[src/rtl/chop_pkg.sv]
`timescale 1ns/1ps
package chop_pkg;
   // Defaults sized for a 200 MHz system clock.
   localparam int unsigned DEF_PERIOD_CYC = 4444; // about 45 kHz chopping
   localparam int unsigned DEF_BLANK_CYC  = 40;   // 200 ns spike mask
   localparam int unsigned DEF_DEAD_CYC   = 750;  // 3.75 us non-overlap

   typedef struct packed {
      logic p;
      logic n;
   } gate_pair_t;

   function automatic int unsigned cnt_width(input int unsigned states);
      return (states > 2) ? $clog2(states) : 1;
   endfunction
endpackage

[src/rtl/chop_timebase.sv]
`timescale 1ns/1ps
module chop_timebase #(
   parameter int unsigned PERIOD_CYC = chop_pkg::DEF_PERIOD_CYC,
   parameter int unsigned BLANK_CYC  = chop_pkg::DEF_BLANK_CYC
) (
   input  logic clk,
   input  logic rst_n,
   output logic period_start,
   output logic trip_accept
);
   localparam int unsigned CW = chop_pkg::cnt_width(PERIOD_CYC);
   localparam logic [CW-1:0] LAST = CW'(PERIOD_CYC - 1);

   logic [CW-1:0] cnt_q;

   always_ff @(posedge clk or negedge rst_n) begin
      if (!rst_n)              cnt_q <= '0;
      else if (cnt_q == LAST)  cnt_q <= '0;
      else                     cnt_q <= cnt_q + CW'(1);
   end

   assign period_start = (cnt_q == '0);

   generate
      if (BLANK_CYC == 0) begin : g_noblank
         assign trip_accept = 1'b1;
      end else begin : g_blank
         localparam logic [CW-1:0] BLANK_END = CW'(BLANK_CYC);
         // count 0 is sampled so that a pre-existing trip wins over the arm
         assign trip_accept = period_start | (cnt_q > BLANK_END);
      end
   endgenerate
endmodule

[src/rtl/chop_latch.sv]
`timescale 1ns/1ps
module chop_latch (
   input  logic clk,
   input  logic rst_n,
   input  logic set_i,
   input  logic trip_i,
   input  logic accept_i,
   output logic q_o
);
   always_ff @(posedge clk or negedge rst_n) begin
      if (!rst_n)                  q_o <= 1'b0;
      else if (trip_i && accept_i) q_o <= 1'b0;
      else if (set_i)              q_o <= 1'b1;
   end
endmodule

[src/rtl/chop_deadband.sv]
`timescale 1ns/1ps
module chop_deadband #(
   parameter int unsigned DEAD_CYC = chop_pkg::DEF_DEAD_CYC
) (
   input  logic                clk,
   input  logic                rst_n,
   input  logic                on_i,
   input  logic                dir_i,
   output chop_pkg::gate_pair_t gate_o
);
   logic side_q;
   logic settled;

   generate
      if (DEAD_CYC == 0) begin : g_nodead
         always_ff @(posedge clk or negedge rst_n) begin
            if (!rst_n) side_q <= 1'b0;
            else        side_q <= dir_i;
         end
         assign settled = (dir_i == side_q);
      end else begin : g_dead
         localparam int unsigned DW = chop_pkg::cnt_width(DEAD_CYC + 1);
         localparam logic [DW-1:0] DLOAD = DW'(DEAD_CYC);
         logic [DW-1:0] dcnt_q;
         always_ff @(posedge clk or negedge rst_n) begin
            if (!rst_n) begin
               side_q <= 1'b0;
               dcnt_q <= '0;
            end else if (dir_i != side_q) begin
               side_q <= dir_i;
               dcnt_q <= DLOAD;
            end else if (dcnt_q != '0) begin
               dcnt_q <= dcnt_q - DW'(1);
            end
         end
         assign settled = (dir_i == side_q) && (dcnt_q == '0);
      end
   endgenerate

   assign gate_o.p = on_i & settled & ~side_q;
   assign gate_o.n = on_i & settled &  side_q;
endmodule

[src/rtl/pwm_chop_ctrl.sv]
`timescale 1ns/1ps
module pwm_chop_ctrl #(
   parameter int unsigned NUM_PHASES = 2,
   parameter int unsigned PERIOD_CYC = chop_pkg::DEF_PERIOD_CYC,
   parameter int unsigned BLANK_CYC  = chop_pkg::DEF_BLANK_CYC,
   parameter int unsigned DEAD_CYC   = chop_pkg::DEF_DEAD_CYC
) (
   input  logic                  clk,
   input  logic                  rst_n,
   input  logic                  enable,
   input  logic [NUM_PHASES-1:0] dir,
   input  logic [NUM_PHASES-1:0] trip,
   output logic [NUM_PHASES-1:0] gate_p,
   output logic [NUM_PHASES-1:0] gate_n
);
   generate
      if (NUM_PHASES < 1) begin : g_bad_phases
         $error("NUM_PHASES must be at least 1");
      end
      if (PERIOD_CYC < 4) begin : g_bad_period
         $error("PERIOD_CYC must be at least 4");
      end
      if (BLANK_CYC + 2 > PERIOD_CYC) begin : g_bad_blank
         $error("BLANK_CYC must leave at least one unmasked count");
      end
   endgenerate

   logic period_start;
   logic trip_accept;

   chop_timebase #(
      .PERIOD_CYC(PERIOD_CYC),
      .BLANK_CYC (BLANK_CYC)
   ) u_timebase (
      .clk         (clk),
      .rst_n       (rst_n),
      .period_start(period_start),
      .trip_accept (trip_accept)
   );

   generate
      for (genvar i = 0; i < NUM_PHASES; i++) begin : g_phase
         logic                 lat_q;
         chop_pkg::gate_pair_t pair;

         chop_latch u_latch (
            .clk     (clk),
            .rst_n   (rst_n),
            .set_i   (period_start),
            .trip_i  (trip[i]),
            .accept_i(trip_accept),
            .q_o     (lat_q)
         );

         chop_deadband #(.DEAD_CYC(DEAD_CYC)) u_dead (
            .clk   (clk),
            .rst_n (rst_n),
            .on_i  (lat_q & enable),
            .dir_i (dir[i]),
            .gate_o(pair)
         );

         assign gate_p[i] = pair.p;
         assign gate_n[i] = pair.n;
      end
   endgenerate
endmodule

[config.mk]
export PLATFORM = sky130hd
export DESIGN_NAME = pwm_chop_ctrl
export DESIGN_NICKNAME = d
export VERILOG_FILES = /design/src/rtl/chop_pkg.sv /design/src/rtl/chop_timebase.sv /design/src/rtl/chop_latch.sv /design/src/rtl/chop_deadband.sv /design/src/rtl/pwm_chop_ctrl.sv
export SDC_FILE = /design/constraint.sdc
export NUM_CORES = 1
export LEC_CHECK = 0
export ABC_CLOCK_PERIOD_IN_PS = 1700
export BUFFER_PORTS_ARGS = -buffer_cell sky130_fd_sc_hd__clkbuf_2
export CORE_MARGIN = 2
export CORE_UTILIZATION = 54
export DETAILED_ROUTE_END_ITERATION = 7
export GPL_TIMING_DRIVEN = 0
export PLACE_DENSITY = 0.81
export SLEW_MARGIN = 40
export SYNTH_ARGS = -nofsm -noshare
export SYNTH_HDL_FRONTEND = slang
export SYNTH_SLANG_ARGS = --single-unit
[constraint.sdc]
create_clock -name clk -period 1.7 [get_ports clk]
set_input_delay 0.255 -clock clk [delete_from_list [all_inputs] [get_ports clk]]
set_output_delay 0.255 -clock clk [all_outputs]
set_load 0.05 [all_outputs]
# Yosys cells after proc, flatten, opt, wreduce, memory -nomap -nowiden
# Cells that the tools add are included.
[classes] add_sub_neg=3 n_eq_ne=5 order_cmp=1 n_reduce_logical=13 bitwise_logic=11 mux=8
[op_table] op="$mux 10" count=4
[op_table] op="$logic_not 10->1" count=2
[op_table] op="$reduce_bool 10->1" count=2
[op_table] op="$sub 10x1->10 const B" count=2
[op_table] op="$add 13x1->13 const B" count=1
[op_table] op="$eq 13x13->1 const B" count=1
[op_table] op="$gt 13x6->1 const B" count=1
[op_table] op="$logic_not 13->1" count=1
[op_table] op="$mux 13" count=1
[op_table] op="$and 1x1->1" count=8
[op_table] op="$reduce_bool 2->1" count=4
[op_table] op="$logic_and 1x1->1" count=4
[op_table] op="$mux 1" count=3
[op_table] op="$eq 1x1->1" count=2
[op_table] op="$ne 1x1->1" count=2
[op_table] op="$not 1->1" count=2
[op_table] op="$or 1x1->1" count=1
[totals] inputBits=7 output_inout_bits=4 wordCells=48 register_bits=37

# Logic depth before layout (Yosys ltp)
# Gate-level depths: netlist of the first run.
[depth] ltp_word=4 depth_mapped=6 depth_no_buf=6

# Modules after synthesis
# From an unflattened synthesis of the first run, not the netlist that was laid out.
[unflattened] cells_unflattened=197 hier_area_um2=1988.2
[by_module_without_submodules] mod="chop_deadband" n_inst=2 seq_area_each_um2=275.3 area_each_um2=601.8 cells_each=60
[by_module_without_submodules] mod="chop_timebase" n_inst=1 seq_area_each_um2=325.3 area_each_um2=691.9 cells_each=71
[by_module_without_submodules] mod="chop_latch" n_inst=2 seq_area_each_um2=25.0 area_each_um2=40.0 cells_each=2
[by_module_without_submodules] mod="pwm_chop_ctrl" n_inst=1 seq_area_each_um2=0.0 area_each_um2=12.5 cells_each=2

# Worst setup path before layout of the first run
# Ideal clock, no wire load.
[synth_path] path_kind="reg2out" start="reg g_phase[0].u_dead.g_dead.dcnt_q[0]" end="out gate_n[0]" arrival_time_ns=2.648 slack_ns=-1.203 n_path_buf=0 required_ns=1.445 path_stages_with_launch=6 path_cell_list="dfrtp_1 -> inv_1 -> ha_1 -> nor3b_1 -> nand3_1 -> nor4_1"
[synth_between] elab_chain_cells=4
[synth_lines] element="start: declaration" line_no="chop_deadband.sv:24" source="logic [DW-1:0] dcnt_q;"
[synth_lines] element="start signal: assignment" line_no="chop_deadband.sv:33" source="dcnt_q <= dcnt_q - DW'(1);"
[synth_lines] element="$logic_not 10->1" line_no="chop_deadband.sv:36" source="assign settled = (dir_i == side_q) && (dcnt_q == '0);"
[synth_lines] element="$logic_and 1x1->1" line_no="chop_deadband.sv:36"
[synth_lines] element="$and 1x1->1 (2 in series)" line_no="chop_deadband.sv:41" source="assign gate_o.n = on_i & settled & side_q;"
[synth_lines] element="end: declaration" line_no="pwm_chop_ctrl.sv:14" source="output logic [NUM_PHASES-1:0] gate_n"
# Every way passes these cells.

# Final worst setup path of the first run
[layout_path] start="reg g_phase[1].u_dead.g_dead.dcnt_q[0]" end="out gate_n[1]"
[layout_between] elab_chain_cells=4
[layout_lines] element="start: declaration" line_no="chop_deadband.sv:24"
[layout_lines] element="start signal: assignment" line_no="chop_deadband.sv:33"
[layout_lines] element="$logic_not 10->1" line_no="chop_deadband.sv:36"
[layout_lines] element="$logic_and 1x1->1" line_no="chop_deadband.sv:36"
[layout_lines] element="$and 1x1->1 (2 in series)" line_no="chop_deadband.sv:41"
# Every way passes these cells.

==> metrics, run 1 <==
Yosys warning count 0; peak supply drop between 0.0004 and 0.0005 V; area grow syn2layout 31.5%; grt ovf 0; DR WL/cell between 15 and 20 um; setup ws final -0.540 ns; All-Layer GR Usage approximately 22%; cts bufs inserted 5; Antenna Cells 0; Worst Setup SP g_phase[1].u_dead.g_dead.dcnt_q[0]; clk buf depth 2; Synth Cell Area slightly below 2000 sq um; routability cong. about 0.86; vias per cell 5.81; hpwl dp around 2700 um; leakage between 0.001 and 0.0015 uW; Clock Latency Late Sink 0.34 ns; worst hold slack approximately 0.095 ns; Worst-path clk slew approximately 0.12 ns; Post-synth EDFFs 0; CTS H-tree depth 2; share of cells above drive strength 1 about a third; initial antenna violation count 0; Worst Path Max Fanout 2; Die W 64.5 um; Min-Delay Startpoint trip[0]; Max-cap violations 0; port bufs 10; crit path capture type output port; final setup vio count 10; ys async rst share 100%; vias in the first global route 1593; Power Density about 660 nW/um^2; Primary FF master, synth dfrtp_1; # clock sinks 37; post-synth top area share approximately 47%; most numerous cell in the Yosys netlist dfrtp_1; slew margin rel. between 50% and 60%; post-synthesis register bit count 37; post-route ant nets 0; Final Power around 1700 uW; Die Y about 65 um; Synth area leaders dfrtp_1 47%, xnor2_1 4.9%, ha_1 3.8%; Final min period ~2.2 ns; Startpoint Class flop; Placement Setup Slack -0.343 ns; Core ar. ~3400 sq um; largest net degree at the start of global routing 38; Unique masters post-synth 40; final WL about 4800 um; clk root buf clkbuf_4; top cells by count, synth 37 x dfrtp_1, 20 x nor2_1, 16 x inv_1, 11 x nand2_1, 11 x xnor2_1; CTS tree done; RSZ-0062 raised after global routing yes; vias 1684; critical path class flop to output port; global-route wire length before repair 7210 um; Final #Nets about 260; Required @ worst endpoint between 1 and 1.5 ns; Worst Max-Slew Pin Slew about 0.70 ns; net count after synthesis approximately 210; drt drc 0; crit path DAT just under 2 ns; drt initial violations between 200 and 250; Yosys top cell by area dfrtp_1; status finished with violations; failing checks setup timing; FF-to-FF Start g_phase[1].u_dead.g_dead.dcnt_q[1]; Die ar. between 4000 and 5000 sq um; initial core utilization between 50% and 60%; DR pass1 iterations 5; count of pins over their slew limit 0; Final Cycle Share 132%; Rows 21; Post-Syn Instances roughly 200; # IOs 11; sequential area share after synthesis between 40 and 50%; Max Clock Skew ~0.015 ns; Final Hold Fails 0; syn_area_per_cell around 10 sq um; FMAX 446 MHz; worst min path class input pin to flop
cells by family (layout without fill, tap and decap cells):
kind of cell / Yosys count / count (layout) / share of synthesized area, %
mux: 5 / 5 / 2.53
buf+inv: 19 / 65 / 3.67
fa+ha+maj: 6 / 6 / 3.79
flops: 37 / 37 / 46.8
xor+xnor: 18 / 18 / 7.97
compound gates: 25 / 25 / 7.84
simple gates: 88 / 88 / 27.4
power breakdown:
part / internal, uW / leakage (uW) / total (uW) / switching (uW)
clock network: 158 / 0.0000320 / 442 / 284
registers: 914 / 0.000425 / 955 / 40.9
logic: 168 / 0.000592 / 328 / 160
total: 1240 / 0.00105 / 1720 / 486
worst paths after layout:
path | to | slack [ns] | depth (start not counted)
setup / recovery | gate_n[1] | -0.54 | 7
hold / removal | g_phase[0].u_latch.q_o | 0.1 | 2
setup reg to reg | g_phase[1].u_dead.g_dead.dcnt_q[9] | -0.29 | 6
hold reg to reg | u_timebase.cnt_q[0] | 0.49 | 1
max in group asynchronous | g_phase[0].u_dead.g_dead.dcnt_q[5] | 0.87 | 2
min in group asynchronous | g_phase[1].u_dead.g_dead.dcnt_q[9] | 0.44 | 2
timing repair:
item	in CTS	in global routing
hold buffers	1	0
pin swaps	7	10
buffers inserted	15	13
resized for setup	21	18
endpoints found under the hold margin	37	0
setup endpoints to repair	9	17
area by class of cell:
type / instances / area (sq um)
Multi-Input combinational cell: 142 / 1170
Tap cell: 46 / 57.6
Clock buffer: 6 / 41.3
Fill cell: 223 / 815
Inverter: 16 / 60.1
Timing Repair Buffer: 38 / 322
Sequential cell: 37 / 928
Buffer: 3 / 12.5
Clock inverter: 2 / 10.0
flip-flops by register name (all words and copies together), names as in the netlist:
name and flops:
g_phase.u_dead.side_q 2, u_timebase.cnt_q 13, g_phase.u_dead.g_dead.dcnt_q 20, g_phase.u_latch.q_o 2
layout by cell type, fill, tap and decap left out, drive strengths merged, types with 3 or more instances in the layout:
cell type  instances
nor2              20
nor3               5
dfrtp             37
o31ai              5
xor2               7
a21oi             10
clkbuf            16
and2               3
buf               30
ha                 6
inv               16
xnor2             11
nand2             11
nand2b             3
nand3             10
nand4              4
mux2i              5
o21ai              3
or4                4
nor3b              5
and3               4
nor4               7
metrics by stage:
step | TNS [ns] | instances | utilization (%) | cell area (sq um)
final | -2.43 | 290 | 76.2 | 2600
after global routing | -3.45 | 290 | 76.2 | 2600
after CTS | -1.74 | 278 | 71.5 | 2440
after detailed placement | -1.33 | 254 | 64.0 | 2190
after global placement | -1.03 | 254 | 64.0 | 2180
after floorplan | -0.679 | 198 | - | 2080
layer usage:
metal  share of wire [%]  vias to the layer above  global-route usage (%)
li1                    -                      785                       -
met1                  42                      848                    27.6
met2                  52                       42                    39.8
met3                 3.9                        9                    3.82
met4                 1.5                        0                    7.45
met5                   0                        -                       0
critical path, cell delays in order (launching register included):
cell and delay, ns:
dfrtp_1 0.42, inv_2 0.10, ha_4 0.14, nor3b_4 0.19
and3_4 0.22, nand4_1 0.22, nor2_4 0.20, buf_8 0.15
Power figures use the tool's default switching activity.
==> inputs of run 2 (changes only) <==
REMOVE_ABC_BUFFERS = 1   (was unset)
==> run 2 against run 1 <==
Against the previous run: the run still ends with setup timing left; maximum frequency increased by 3.9%; sequential cell count unchanged; clock-buffer cell count unchanged; combinational power decreased by 13%; clock power increased by 3%; via count increased by 0.77%; core utilization decreased by 2.6 points; register-to-register slack improved by 0.11 ns; global-route usage increased by 0.083 points; die area unchanged; critical path type unchanged.
==> metrics, run 2 (synthesis gave the netlist of run 1 again) <==
Worst Max-Slew Pin Slew 0.572 ns; Final Hold Fails 0; Most flops, register g_phase.u_dead.g_dead.dcnt_q; drt drc 0; Fillers between 200 and 250; clk root buf clkbuf_4; Clock Latency Late Sink 0.36 ns; Max Clock Skew approximately 0.019 ns; Antenna Cells 0; CP peak stage delay 0.42 ns; vias around 1700; port bufs 10; CP max stage cell dfrtp_1; Placement Setup Slack -0.456 ns; CTS tree done; DR pass1 iterations 4; final WL 4740 um; FMAX between 400 and 500 MHz; worst path cell trace inv_2 > ha_4 > nor3b_4 > nand3_2 > nor4_2 > buf_4; peak supply drop 0.000567 V; vias in the first global route 1615; initial core utilization around 58%; setup ws final -0.456 ns; Die ar. about 4200 sq um; drt initial violations around 210; Largest register FFs 20; cts bufs inserted 5; clk buf depth 2; routability cong. between 0.8 and 0.9; # clock sinks 37; count of pins over their slew limit 0; crit path DAT 1.90 ns; # IOs 11; Core ar. 3420 sq um; slew margin rel. 61.6%; area grow syn2layout 26.9%; status finished with violations; initial antenna violation count 0; Worst-path clk slew 0.12 ns; Rows 21; CTS H-tree depth 2; largest net degree at the start of global routing 38; Required @ worst endpoint about 1.4 ns; RSZ-0062 raised after global routing yes; leakage just over 0.001 uW; commonest cells after routing, fill and taps aside 35 x dfrtp_1, 22 x buf_4, 19 x nor2_1; final setup vio count 11; Final Cycle Share 127%; Die Y between 60 and 70 um; global-route wire length before repair a little over 7000 um; Die W about 65 um; vias per cell 5.98; Max-cap violations 0; Startpoint Class flop; grt ovf 0; Final #Nets 250; Buf/Inv on CP 2; Power Density 675 nW/um^2; worst hold slack slightly below 0.08 ns; All-Layer GR Usage between 20% and 30%; failing checks setup timing; share of cells above drive strength 1 31.5%; Final min period approximately 2.2 ns; Worst Path Max Fanout 2; commonest non-fill, non-tap cell in the layout dfrtp_1; worst min path class input pin to flop; hpwl dp 2580 um; top flop regs g_phase.u_dead.g_dead.dcnt_q: 20 flops, u_timebase.cnt_q: 13 flops; CP top delay family simple AND/OR/NAND/NOR gates; critical path class flop to output port; crit path capture type output port; DR WL/cell 16.7 um; post-route ant nets 0
run 2: cell types whose count changed in the layout (fill, tap and decap cells not counted), moves of 2 or more:
cell      delta
nor2_1       +2
nor2_4       -2
buf_8        -2
buf_6        -2
clkbuf_1     -2
run 2: final timing paths:
check	start	to	slack, ns	depth (start not counted)
hold / removal	trip[0]	g_phase[0].u_latch.q_o	0.08	2
max in group asynchronous	rst_n	g_phase[0].u_dead.g_dead.dcnt_q[4]	0.91	2
setup / recovery	g_phase[0].u_dead.g_dead.dcnt_q[0]	gate_n[0]	-0.46	6
setup reg to reg	g_phase[1].u_dead.g_dead.dcnt_q[0]	g_phase[1].u_dead.g_dead.dcnt_q[9]	-0.18	6
hold reg to reg	u_timebase.cnt_q[0]	u_timebase.cnt_q[0]	0.49	1
min in group asynchronous	rst_n	u_timebase.cnt_q[5]	0.41	2
run 2: area by class of cell:
| cell class | count | area [sq um] | share of cell area [%] |
|---|---|---|---|
| Clock inverter | 2 | 10.0 | 0.399 |
| Clock buffer | 6 | 41.3 | 1.64 |
| Multi-Input combinational cell | 142 | 1130 | 45.0 |
| Tap cell | 46 | 57.6 | 2.29 |
| Timing Repair Buffer | 35 | 283 | 11.3 |
| Inverter | 16 | 60.1 | 2.39 |
| Sequential cell | 37 | 928 | 37.0 |
run 2: timing repair:
action / in CTS / in global routing
resized for setup: 27 / 21
endpoints found under the hold margin: 37 / 0
endpoints found under the setup margin: 11 / 17
pin swaps: 10 / 16
buffers inserted: 13 / 14
hold buffers: 1 / 0
run 2: worst register-to-register path, stage by stage, from the launching register on:
cell	delay (ns)
dfrtp_1	0.42
buf_4	0.14
buf_4	0.13
or4_4	0.56
nor3b_2	0.20
mux2i_1	0.21
nand2_1	0.09
run 2: routing by layer:
metal	up-vias	share of wire [%]	GRT usage (%)
li1	775	-	-
met1	858	41	26.8
met2	49	51	37.6
met3	15	4.8	6.25
met4	0	2.8	10.6
met5	-	0	0
run 2: through the flow:
step | area (sq um) | power (uW) | utilization [%] | setup TNS, ns | instances
after CTS | 2340 | 1630 | 68.5 | -1.53 | 273
after global routing | 2510 | 1780 | 73.5 | -3.15 | 284
after detailed placement | 2080 | 1120 | 60.8 | -1.85 | 251
final | 2510 | 1690 | 73.5 | -2.17 | 284
after floorplan | 1970 | 1060 | - | -3.44 | 195
after global placement | 2070 | 1110 | 60.7 | -1.69 | 251
run 2: report_power, final:
part	internal, uW	leakage, uW	switching (uW)
clock	158	0.0000320	298
combinational	138	0.000558	145
sequential	914	0.000425	41.7
